File: config.mk
export PLATFORM = sky130hd
export DESIGN_NAME = flash_rd_mux
export DESIGN_NICKNAME = d
export VERILOG_FILES = /design/src/rtl/flash_rd_pkg.sv /design/src/rtl/flash_rd_array_fmt.sv /design/src/rtl/flash_rd_id_sel.sv /design/src/rtl/flash_rd_status.sv /design/src/rtl/flash_rd_mux.sv
export SDC_FILE = /design/constraint.sdc
export NUM_CORES = 1
export LEC_CHECK = 0
export ABC_CLOCK_PERIOD_IN_PS = 2400
export BUFFER_PORTS_ARGS = -buffer_cell sky130_fd_sc_hd__buf_2
export CORE_AREA = 2 2 66 68
export CTS_BUF_LIST = sky130_fd_sc_hd__clkbuf_8 sky130_fd_sc_hd__clkbuf_16
export CTS_CLUSTER_SIZE = 20
export DETAILED_ROUTE_END_ITERATION = 10
export DIE_AREA = 0 0 68 70
export PLACE_DENSITY = 0.93
export SETUP_SLACK_MARGIN = 0.3
export SYNTH_ARGS = -nofsm -noshare
export SYNTH_HDL_FRONTEND = slang
export SYNTH_SLANG_ARGS = --single-unit
File: constraint.sdc
create_clock -name clk -period 2.4 [get_ports clk]
set_clock_uncertainty 0.05 [all_clocks]
set_input_delay 0.12 -clock clk [delete_from_list [all_inputs] [get_ports clk]]
set_output_delay 0.12 -clock clk [all_outputs]
set_load 0.01 [all_outputs]
File: src/rtl/flash_rd_pkg.sv
package flash_rd_pkg;

   localparam int RD_DATA_W = 32;
   localparam int BYTE_W    = 8;

   typedef enum logic [1:0] {
      MODE_ARRAY  = 2'd0,
      MODE_IDENT  = 2'd1,
      MODE_STATUS = 2'd2,
      MODE_QUERY  = 2'd3
   } rd_mode_e;

   typedef enum logic [1:0] {
      SZ_BYTE  = 2'd0,
      SZ_HALF  = 2'd1,
      SZ_WORD  = 2'd2,
      SZ_WORD2 = 2'd3
   } rd_size_e;

   // status byte after a program: inverted data bit 7, remaining bits set
   function automatic logic [7:0] prog_status(input logic [7:0] d);
      return {~d[7], 7'h7F};
   endfunction

endpackage

File: src/rtl/flash_rd_array_fmt.sv
module flash_rd_array_fmt
   import flash_rd_pkg::*;
#(
   parameter bit BIG_ENDIAN = 1'b0
)(
   input  logic [1:0]           size,
   input  logic [31:0]          bytes_in,
   output logic [RD_DATA_W-1:0] word
);

   logic [7:0] b0, b1, b2, b3;

   assign b0 = bytes_in[7:0];
   assign b1 = bytes_in[15:8];
   assign b2 = bytes_in[23:16];
   assign b3 = bytes_in[31:24];

   generate
      if (BIG_ENDIAN) begin : g_be
         always_comb begin
            unique case (rd_size_e'(size))
               SZ_BYTE: word = {24'h0, b0};
               SZ_HALF: word = {16'h0, b0, b1};
               default: word = {b0, b1, b2, b3};
            endcase
         end
      end else begin : g_le
         always_comb begin
            unique case (rd_size_e'(size))
               SZ_BYTE: word = {24'h0, b0};
               SZ_HALF: word = {16'h0, b1, b0};
               default: word = {b3, b2, b1, b0};
            endcase
         end
      end
   endgenerate

endmodule

File: src/rtl/flash_rd_id_sel.sv
module flash_rd_id_sel
   import flash_rd_pkg::*;
#(
   parameter int            ID_W = 16,
   parameter logic [ID_W-1:0] ID0 = '0,
   parameter logic [ID_W-1:0] ID1 = '0,
   parameter logic [ID_W-1:0] ID2 = '1,
   parameter logic [ID_W-1:0] ID3 = '1
)(
   input  logic [7:0]           woff,
   input  logic [RD_DATA_W-1:0] arr_word,
   output logic [RD_DATA_W-1:0] word
);

   localparam logic [ID_W-1:0] UNSET = '1;
   localparam bit ID2_SET = (ID2 != UNSET);
   localparam bit ID3_SET = (ID3 != UNSET);

   generate
      if (ID_W > RD_DATA_W) begin : g_bad_w
         $error("flash_rd_id_sel: ID_W wider than read data");
      end
   endgenerate

   always_comb begin
      word = arr_word;
      unique case (woff)
         8'h00: word = RD_DATA_W'(ID0);
         8'h01: word = RD_DATA_W'(ID1);
         8'h02: word = '0;
         8'h0E: if (ID2_SET) word = RD_DATA_W'(ID2);
         8'h0F: if (ID3_SET) word = RD_DATA_W'(ID3);
         default: word = arr_word;
      endcase
   end

endmodule

File: src/rtl/flash_rd_status.sv
module flash_rd_status
   import flash_rd_pkg::*;
(
   input  logic       clk,
   input  logic       rst_n,
   input  logic       rd_stat,
   input  logic       prog_evt,
   input  logic [7:0] prog_data,
   input  logic       erase_start,
   input  logic       erase_done,
   output logic [7:0] status
);

   logic [7:0] status_q;
   logic [7:0] status_d;
   logic       load_any;

   assign load_any = erase_start | prog_evt;

   always_comb begin
      status_d = status_q;
      if (erase_start) begin
         status_d = 8'h00;
      end else if (prog_evt) begin
         status_d = prog_status(prog_data);
      end else begin
         if (erase_done) status_d[7] = ~status_q[7];
         if (rd_stat)    status_d[6] = ~status_q[6];
      end
   end

   always_ff @(posedge clk) begin
      if (!rst_n) status_q <= 8'h00;
      else        status_q <= status_d;
   end

   assign status = status_q;

   p_toggle_once_r6: assert property (@(posedge clk) disable iff (!rst_n)
      (rd_stat && !load_any && !erase_done) |=> status_q == ($past(status_q) ^ 8'h40));

   p_erase_clear_r7: assert property (@(posedge clk) disable iff (!rst_n)
      erase_start |=> status_q == 8'h00);

   p_done_flip_r7: assert property (@(posedge clk) disable iff (!rst_n)
      (erase_done && !load_any && !rd_stat) |=> status_q == ($past(status_q) ^ 8'h80));

   p_prog_load_r8: assert property (@(posedge clk) disable iff (!rst_n)
      (prog_evt && !erase_start) |=> status_q[6:0] == 7'h7F);

   p_quiet_r10: assert property (@(posedge clk) disable iff (!rst_n)
      (!rd_stat && !load_any && !erase_done) |=> $stable(status_q));

endmodule

File: src/rtl/flash_rd_mux.sv
module flash_rd_mux
   import flash_rd_pkg::*;
#(
   parameter int              ADDR_W     = 16,
   parameter int              BUS_BYTES  = 2,
   parameter bit              BIG_ENDIAN = 1'b0,
   parameter int              CFI_LEN    = 82,
   parameter int              ID_W       = 16,
   parameter logic [ID_W-1:0] ID0        = 16'h0001,
   parameter logic [ID_W-1:0] ID1        = 16'h0022,
   parameter logic [ID_W-1:0] ID2        = '1,
   parameter logic [ID_W-1:0] ID3        = '1
)(
   input  logic                 clk,
   input  logic                 rst_n,
   input  logic                 rd_req,
   input  logic [1:0]           rd_mode,
   input  logic [1:0]           rd_size,
   input  logic [ADDR_W-1:0]    rd_addr,
   output logic [ADDR_W-1:0]    arr_addr,
   input  logic [31:0]          arr_bytes,
   output logic [7:0]           cfi_idx,
   input  logic [7:0]           cfi_byte,
   input  logic                 prog_evt,
   input  logic [7:0]           prog_data,
   input  logic                 erase_start,
   input  logic                 erase_done,
   output logic                 rd_valid,
   output logic [RD_DATA_W-1:0] rd_data
);

   localparam int OFF_SHIFT = $clog2(BUS_BYTES);
   localparam logic [8:0] CFI_LIM = 9'(CFI_LEN);

   generate
      if (BUS_BYTES != 1 && BUS_BYTES != 2 && BUS_BYTES != 4) begin : g_bad_bus
         $error("flash_rd_mux: BUS_BYTES must be 1, 2 or 4");
      end
      if (ADDR_W < 8) begin : g_bad_addr
         $error("flash_rd_mux: ADDR_W must be at least 8");
      end
      if (CFI_LEN < 1 || CFI_LEN > 256) begin : g_bad_cfi
         $error("flash_rd_mux: CFI_LEN must be 1..256");
      end
   endgenerate

   rd_mode_e             mode;
   logic [7:0]           woff;
   logic [RD_DATA_W-1:0] arr_word;
   logic [RD_DATA_W-1:0] id_word;
   logic [RD_DATA_W-1:0] rd_nxt;
   logic [7:0]           status;
   logic                 rd_stat;
   logic                 cfi_hit;
   logic                 valid_q;
   logic [RD_DATA_W-1:0] data_q;

   assign mode = rd_mode_e'(rd_mode);

   // word offset within the low address byte, scaled by the bus width
   generate
      if (OFF_SHIFT == 0) begin : g_off_b
         assign woff = rd_addr[7:0];
      end else begin : g_off_w
         assign woff = {{OFF_SHIFT{1'b0}}, rd_addr[7:OFF_SHIFT]};
      end
   endgenerate

   assign arr_addr = rd_addr;
   assign cfi_idx  = woff;
   assign cfi_hit  = {1'b0, woff} < CFI_LIM;
   assign rd_stat  = rd_req && (mode == MODE_STATUS);

   flash_rd_array_fmt #(.BIG_ENDIAN(BIG_ENDIAN)) u_fmt (
      .size     (rd_size),
      .bytes_in (arr_bytes),
      .word     (arr_word)
   );

   flash_rd_id_sel #(
      .ID_W (ID_W),
      .ID0  (ID0),
      .ID1  (ID1),
      .ID2  (ID2),
      .ID3  (ID3)
   ) u_id (
      .woff     (woff),
      .arr_word (arr_word),
      .word     (id_word)
   );

   flash_rd_status u_stat (
      .clk         (clk),
      .rst_n       (rst_n),
      .rd_stat     (rd_stat),
      .prog_evt    (prog_evt),
      .prog_data   (prog_data),
      .erase_start (erase_start),
      .erase_done  (erase_done),
      .status      (status)
   );

   always_comb begin
      unique case (mode)
         MODE_ARRAY:  rd_nxt = arr_word;
         MODE_IDENT:  rd_nxt = id_word;
         MODE_STATUS: rd_nxt = {24'h0, status};
         MODE_QUERY:  rd_nxt = cfi_hit ? {24'h0, cfi_byte} : '0;
         default:     rd_nxt = arr_word;
      endcase
   end

   always_ff @(posedge clk) begin
      if (!rst_n) begin
         valid_q <= 1'b0;
         data_q  <= '0;
      end else begin
         valid_q <= rd_req;
         if (rd_req) data_q <= rd_nxt;
      end
   end

   assign rd_valid = valid_q;
   assign rd_data  = data_q;

   p_valid_after_req_r2: assert property (@(posedge clk) disable iff (!rst_n)
      rd_req |=> rd_valid);

   p_no_valid_idle_r2: assert property (@(posedge clk) disable iff (!rst_n)
      !rd_req |=> !rd_valid);

   p_id_unprot_r4: assert property (@(posedge clk) disable iff (!rst_n)
      (rd_req && mode == MODE_IDENT && woff == 8'h02) |=> rd_data == '0);

   p_cfi_beyond_r9: assert property (@(posedge clk) disable iff (!rst_n)
      (rd_req && mode == MODE_QUERY && !cfi_hit) |=> rd_data == '0);

   p_stat_upper_r6: assert property (@(posedge clk) disable iff (!rst_n)
      (rd_req && mode == MODE_STATUS) |=> rd_data[31:8] == 24'h0);

endmodule

==> out/summary.txt, run 1 <==
maximum VDD drop: 0.3364 mV
Crit Path Category: in2reg
Clock transition at path regs: 0.07 ns
synth cell count leaders: dfxtp_1, buf_4, nor2b_1
mapped cell area: 1648 sq um
sequential power share: 0.495
Mapped Cells: 173
WHS Endpoint: rd_data[0]
Wirelength per Cell: 13.93 um
Post-CTS Hold Fix Bufs: 9
largest net degree at the start of global routing: 28
drt initial violations: 69
Critical R2R Capture: u_stat.status[7]
GRT overflow: 0
clock root cell: clkbuf_8
leak pwr: 1.056 nW
final net count: 335
Core Box Area: 4144 sq um
crit path max fanout: 17
arrival time of the worst setup path: 1.90 ns
CTS sink count: 36
# rows: 24
most frequent cell after synthesis: dfxtp_1
Post-synth EDFFs: 0
R2R Setup Slk: 1.02 ns
Ports: 131
post-synthesis adder-cell area fraction: 0
antenna violations before repair: 0
simple-gate share of the synthesized area: 0.1329
# resized after CTS: 0
Cells on Worst Hold Path: 3
Syn Area/Cell: 9.525 sq um
Yosys top cell by area: dfxtp_1
pre-CTS setup slack: 0.3175 ns
Layout area overhead: 33.87%
post-route ant nets: 0
detailed-route DRC error count: 0
share of layout cells above drive strength 1: 0.4427
Primary FF master, synth: dfxtp_1
Worst R2R Start: u_stat.status[7]
net switching power: 0.0003269 W
DR vias/cell: 5.315
CTS tree: built
die height: 70 um
Reg2Reg Depth: 4
slew margin rel.: 0.4938
final core occ: 0.5323
endpoints failing hold: 0
cells along the critical path: buf_2 -> or4_4 -> o31a_1 -> o211a_1 -> a22o_1
Cell variety after synth: 33
Yosys warning total: 0
Synth Area in XOR/XNOR: 0.01063
Slowest Stage Delay on Critical Path: 0.55 ns
min Tclk post-route: 1.783 ns
CTS H-Tree Depth: 2
f_max: 560.8 MHz
vias in the first global route: 1494
drt first pass iters: 4
final worst setup slack: 0.6169 ns
initial core utilization: 0.3976
Max Cap Viol: 0
Slew Limit Fails: 0
status: complete, no violations
Critical Path Source Type: input port
largest family of logic cells by synthesized area: compound AO/OA/AOI/OAI gates
Synth top area share: 0.4374
Final GP Congestion: 0.7602
CP Data Required Time: 2.52 ns
#FFs+latches synth: 36
Syn Nets: 247
CP endpoint kind: register
CTS Buffer Depth: 2
Worst-Skew Late Latency: 0.28 ns
Compound-Gate Fraction of Synth Area: 0.2703
Clock power frac: 0.341
cts bufs inserted: 5
gr usage total: 0.1813
Die ar.: 4760 sq um
ant diodes: 0
Setup Buffers After CTS: 0
DIE WIDTH: 68 um
I/O Buffers: 104
# setup viols final: 0
first-pass GRT wire length: 6.561 mm
worst slew pin tran: 0.7593 ns
Detailed Route WL: 4.375 mm
Comb power frac: 0.164
HP Start: cfi_byte[0]
Crit-path slowest cell: or4_4
RSZ-0062 raised after global routing: false
internal cell power: 0.0009517 W
ranking of synthesized cells by area: dfxtp_1, buf_4, a32oi_1, nor2b_1, a22o_1
multiplexer share of the synthesized area: 0
pwr dens: 579.6 nW/um^2
via count: 1669
Tcrit/Tclk final: 0.7430
Worst Hold Class: in2reg
sequential share of the synthesized area: 0.4374
ys async rst share: 0
total negative slack: 0 ns
Post-DP HPWL: 3.112 mm
Switching Share: 0.2557
==> power groups by stage <==
stage,logic (W),registers [W],clock network (W)
6_report,0.000210,0.000633,0.000436
5_1_grt,0.000233,0.000635,0.000470
4_1_cts,0.000211,0.000633,0.000450
3_5_place_dp,0.000199,0.000646,0
3_3_place_gp,0.000195,0.000645,0
2_1_floorplan,0.000117,0.000656,0
==> worst max-delay path: cells and delay by family <==
kind / cells / cell delay, ns
simple gates: 1 / 0.55
buf+inv: 1 / 0.12
compound gates: 3 / 1.10
==> final cells by class <==
class,count,area (sq um)
Clock buffer,6,82.58
Inverter,4,15.01
Timing Repair Buffer,115,625.6
Clock inverter,2,11.26
Tap cell,52,65.06
Sequential cell,36,720.7
Fill cell,395,1938
Multi-Input combinational cell,99,685.7
==> flip-flops by register name, summed over array words and instances (netlist names) <==
| signal | flops |
|---|---|
| rd_data | 32 |
| rd_valid | 1 |
| u_stat.status | 3 |
==> worst max-delay path by stage <==
stage	to	slack, ns	from	depth (start not counted)
2_1_floorplan	rd_data[0]	0.77	rd_addr[3]	5
3_3_place_gp	rd_data[11]	0.36	rd_addr[3]	5
3_5_place_dp	rd_data[10]	0.32	rd_addr[3]	5
4_1_cts	rd_data[10]	0.63	rd_addr[3]	5
5_1_grt	rd_data[10]	0.52	rd_addr[3]	5
6_report	rd_data[10]	0.62	rd_addr[3]	5
==> layer usage <==
layer | GRT usage | share of wire
met3 | 0.04992 | 0.079
met1 | 0.2043 | 0.40
met5 | 0 | 0
met4 | 0.07778 | 0.017
met2 | 0.3107 | 0.51
==> layout by cell type (no fill, tap or decap), types with 2 or more instances in the layout <==
cell           netlist  final
buf_2                1    104
dfxtp_1             36     36
nor2b_1             18     18
a32oi_1             16     16
o21ai_0              9      9
dlygate4sd3_1        0      9
a21oi_1              8      8
a22o_1               8      8
nand2_1              6      6
clkbuf_8             0      6
inv_1                4      5
a221oi_1             5      5
nor2_1               5      5
o211a_1              2      2
or4_1                2      2
o211ai_1             2      2
and2_1               2      2
xor2_1               2      2
a31oi_1              2      2
buf_4               24      2
==> metrics by stage <==
stage	instances	power, W	instance area [sq um]	hold WS [ns]
6_report	314	0.001279	2206	0.03391
5_1_grt	314	0.001338	2206	0.04179
4_1_cts	314	0.001293	2206	0.01129
3_5_place_dp	297	0.0008451	2022	0.1901
3_3_place_gp	297	0.0008403	2022	0.1901
2_1_floorplan	173	0.0007738	1648	0.1646
==> kinds of logic after synthesis <==
| kind of cell | Yosys count |
|---|---|
| buffers and inverters | 38 |
| other | 1 |
| flip-flops | 36 |
| XOR/XNOR | 2 |
| AO/OA/AOI/OAI | 58 |
| AND/OR/NAND/NOR | 38 |
Note: power is estimated with default switching activity, not from simulation.
==> run 2: changes to the inputs <==
ABC_CLOCK_PERIOD_IN_PS = 1440   (was 2400)
CORE_AREA = 2 2 72 74   (was 2 2 66 68)
DIE_AREA = 0 0 74 76   (was 0 0 68 70)
PLACE_DENSITY = 0.84   (was 0.93)
clock period = 1.44 ns   (was 2.4 ns; I/O delays follow)
==> run 2 against run 1 <==
Non-clock buffer count increased by 22. Critical path depth increased by 1. Final area increased by 14%. Die area increased by 18%. Hold slack got worse by 0.020 ns. Wire length increased by 14%. Highest routed layer unchanged. Largest power group unchanged. Global-route usage decreased by 0.52 points. First-iteration DRC count increased by 26%. Final cell count increased by 13%. Clock-buffer cell count unchanged. Power increased by 71%. Worst setup slack got worse by 0.55 ns.
==> out/summary.txt, run 2 (same netlist as run 1, synthesis figures left out) <==
status: complete, no violations
Slew Limit Fails: 0
worst slew pin tran: 0.6992 ns
die height: 76 um
CP endpoint kind: register
Ports: 131
arrival time of the worst setup path: 1.48 ns
pre-CTS setup slack: -0.3562 ns
maximum VDD drop: 0.6970 mV
Final GP Congestion: 0.7551
pwr dens: 870.9 nW/um^2
clock root cell: clkbuf_8
Cell Area, Placed: 2135 sq um
CTS H-Tree Depth: 2
ant diodes: 0
Crit path top cell by count: buf_6
Worst Hold Class: in2reg
DR vias/cell: 4.944
Worst-Skew Late Latency: 0.27 ns
drt initial violations: 87
net switching power: 0.0005533 W
Die ar.: 5624 sq um
endpoints failing hold: 0
I/O Buffers: 104
internal cell power: 0.001634 W
commonest non-fill, non-tap cell in the layout: buf_2
CTS sink count: 36
Crit-path slowest cell: or4_4
# setup viols final: 0
via count: 1750
GRT overflow: 0
Max Cap Viol: 0
fin area: 2511 sq um
drt first pass iters: 4
crit path max fanout: 12
worst hold slack: 0.01395 ns
Clock power frac: 0.320
Critical Path Source Type: input port
gr usage total: 0.1761
final net count: 357
initial core utilization: 0.3355
share of layout cells above drive strength 1: 0.4965
Clock transition at path regs: 0.07 ns
Post-DP HPWL: 3.442 mm
CTS tree: built
# rows: 26
final worst setup slack: 0.06998 ns
leak pwr: 1.184 nW
total negative slack: 0 ns
RSZ-0062 raised after global routing: true
Detailed Route WL: 4.992 mm
max reg flops: 32
largest net degree at the start of global routing: 25
Switching Share: 0.2530
Slowest Stage Delay on Critical Path: 0.53 ns
sequential power share: 0.483
Tcrit/Tclk final: 0.9514
cells along the critical path: buf_6 -> or4_4 -> o31a_4 -> buf_6 -> a32oi_2 -> nor2b_1
Wirelength per Cell: 14.10 um
detailed-route DRC error count: 0
CTS Buffer Depth: 2
final core occ: 0.5112
antenna violations before repair: 0
cts bufs inserted: 5
first-pass GRT wire length: 7.810 mm
CP Data Required Time: 1.55 ns
f_max: 729.9 MHz
post-route ant nets: 0
slew margin rel.: 0.5339
Core Box Area: 4912 sq um
Layout area overhead: 52.39%
most frequent cells in the layout: buf_2, dfxtp_1, nor2b_1, dlygate4sd3_1, buf_4
DIE WIDTH: 74 um
Comb power frac: 0.197
Crit Path Category: in2reg
min Tclk post-route: 1.370 ns
vias in the first global route: 1746
==> run 2: changes by cell type in the layout (fill, tap and decap cells not counted), sizes merged <==
cell         delta
clkinvlp        -1
inv             +1
buf            +15
dlygate4sd3     +7
==> run 2: power by group through the flow <==
stage | logic [W] | clock network (W) | registers, W
after global placement | 0.000351 | 0 | 0.00108
after detailed placement | 0.000360 | 0 | 0.00108
after CTS | 0.000412 | 0.000718 | 0.00106
after floorplan | 0.000196 | 0 | 0.00109
final | 0.000431 | 0.000699 | 0.00106
after global routing | 0.000472 | 0.000772 | 0.00106
==> run 2: cell type report <==
type / instances / area [sq um]
clock buffers: 6 / 82.58
clock inverters: 2 / 7.507
fillers: 454 / 2401
inverters: 4 / 15.01
multi-input cells: 99 / 765.7
flip-flops and latches: 36 / 720.7
well taps: 70 / 87.58
repair buffers: 137 / 832.0
==> run 2: what timing repair did <==
action                                  in CTS  in global routing
endpoints found under the hold margin       13                  0
endpoints found under the setup margin      32                 32
resized for setup                           11                  8
buffers inserted                             2                  1
cloned                                       0                  0
pin swaps                                    5                  5
hold buffers                                16                  0
==> run 2: through the flow <==
stage          total power [W]  cells
2_1_floorplan         0.001290    173
6_report              0.002187    354
3_3_place_gp          0.001429    327
4_1_cts               0.002186    353
3_5_place_dp          0.001437    327
5_1_grt               0.002305    354
==> run 2: critical path: cells and delay by family <==
| kind | cells | cell delay (ns) |
|---|---|---|
| simple gates | 2 | 0.59 |
| compound gates | 2 | 0.55 |
| buf+inv | 2 | 0.26 |
==> run 2: path summary, 6_finish.rpt <==
path                         start     endpoint  slack (ns)  depth (start not counted)
setup reg to reg  u_stat.status[0]   rd_data[3]        0.41                          3
hold / removal        arr_bytes[3]   rd_data[3]        0.01                          3
setup / recovery        rd_addr[3]  rd_data[23]        0.07                          6
hold reg to reg        rd_data[13]  rd_data[13]        0.43                          1
==> run 2: per-layer routing <==
metal  vias to the layer above  wire [um]  part of all wire  track usage
li1                        832          -                 -            -
met1                       822       2012              0.40       0.1972
met2                        90       2617              0.52       0.3241
met3                         6        316             0.063      0.03836
met4                         0         45            0.0090      0.04909
met5                         -          0                 0            0
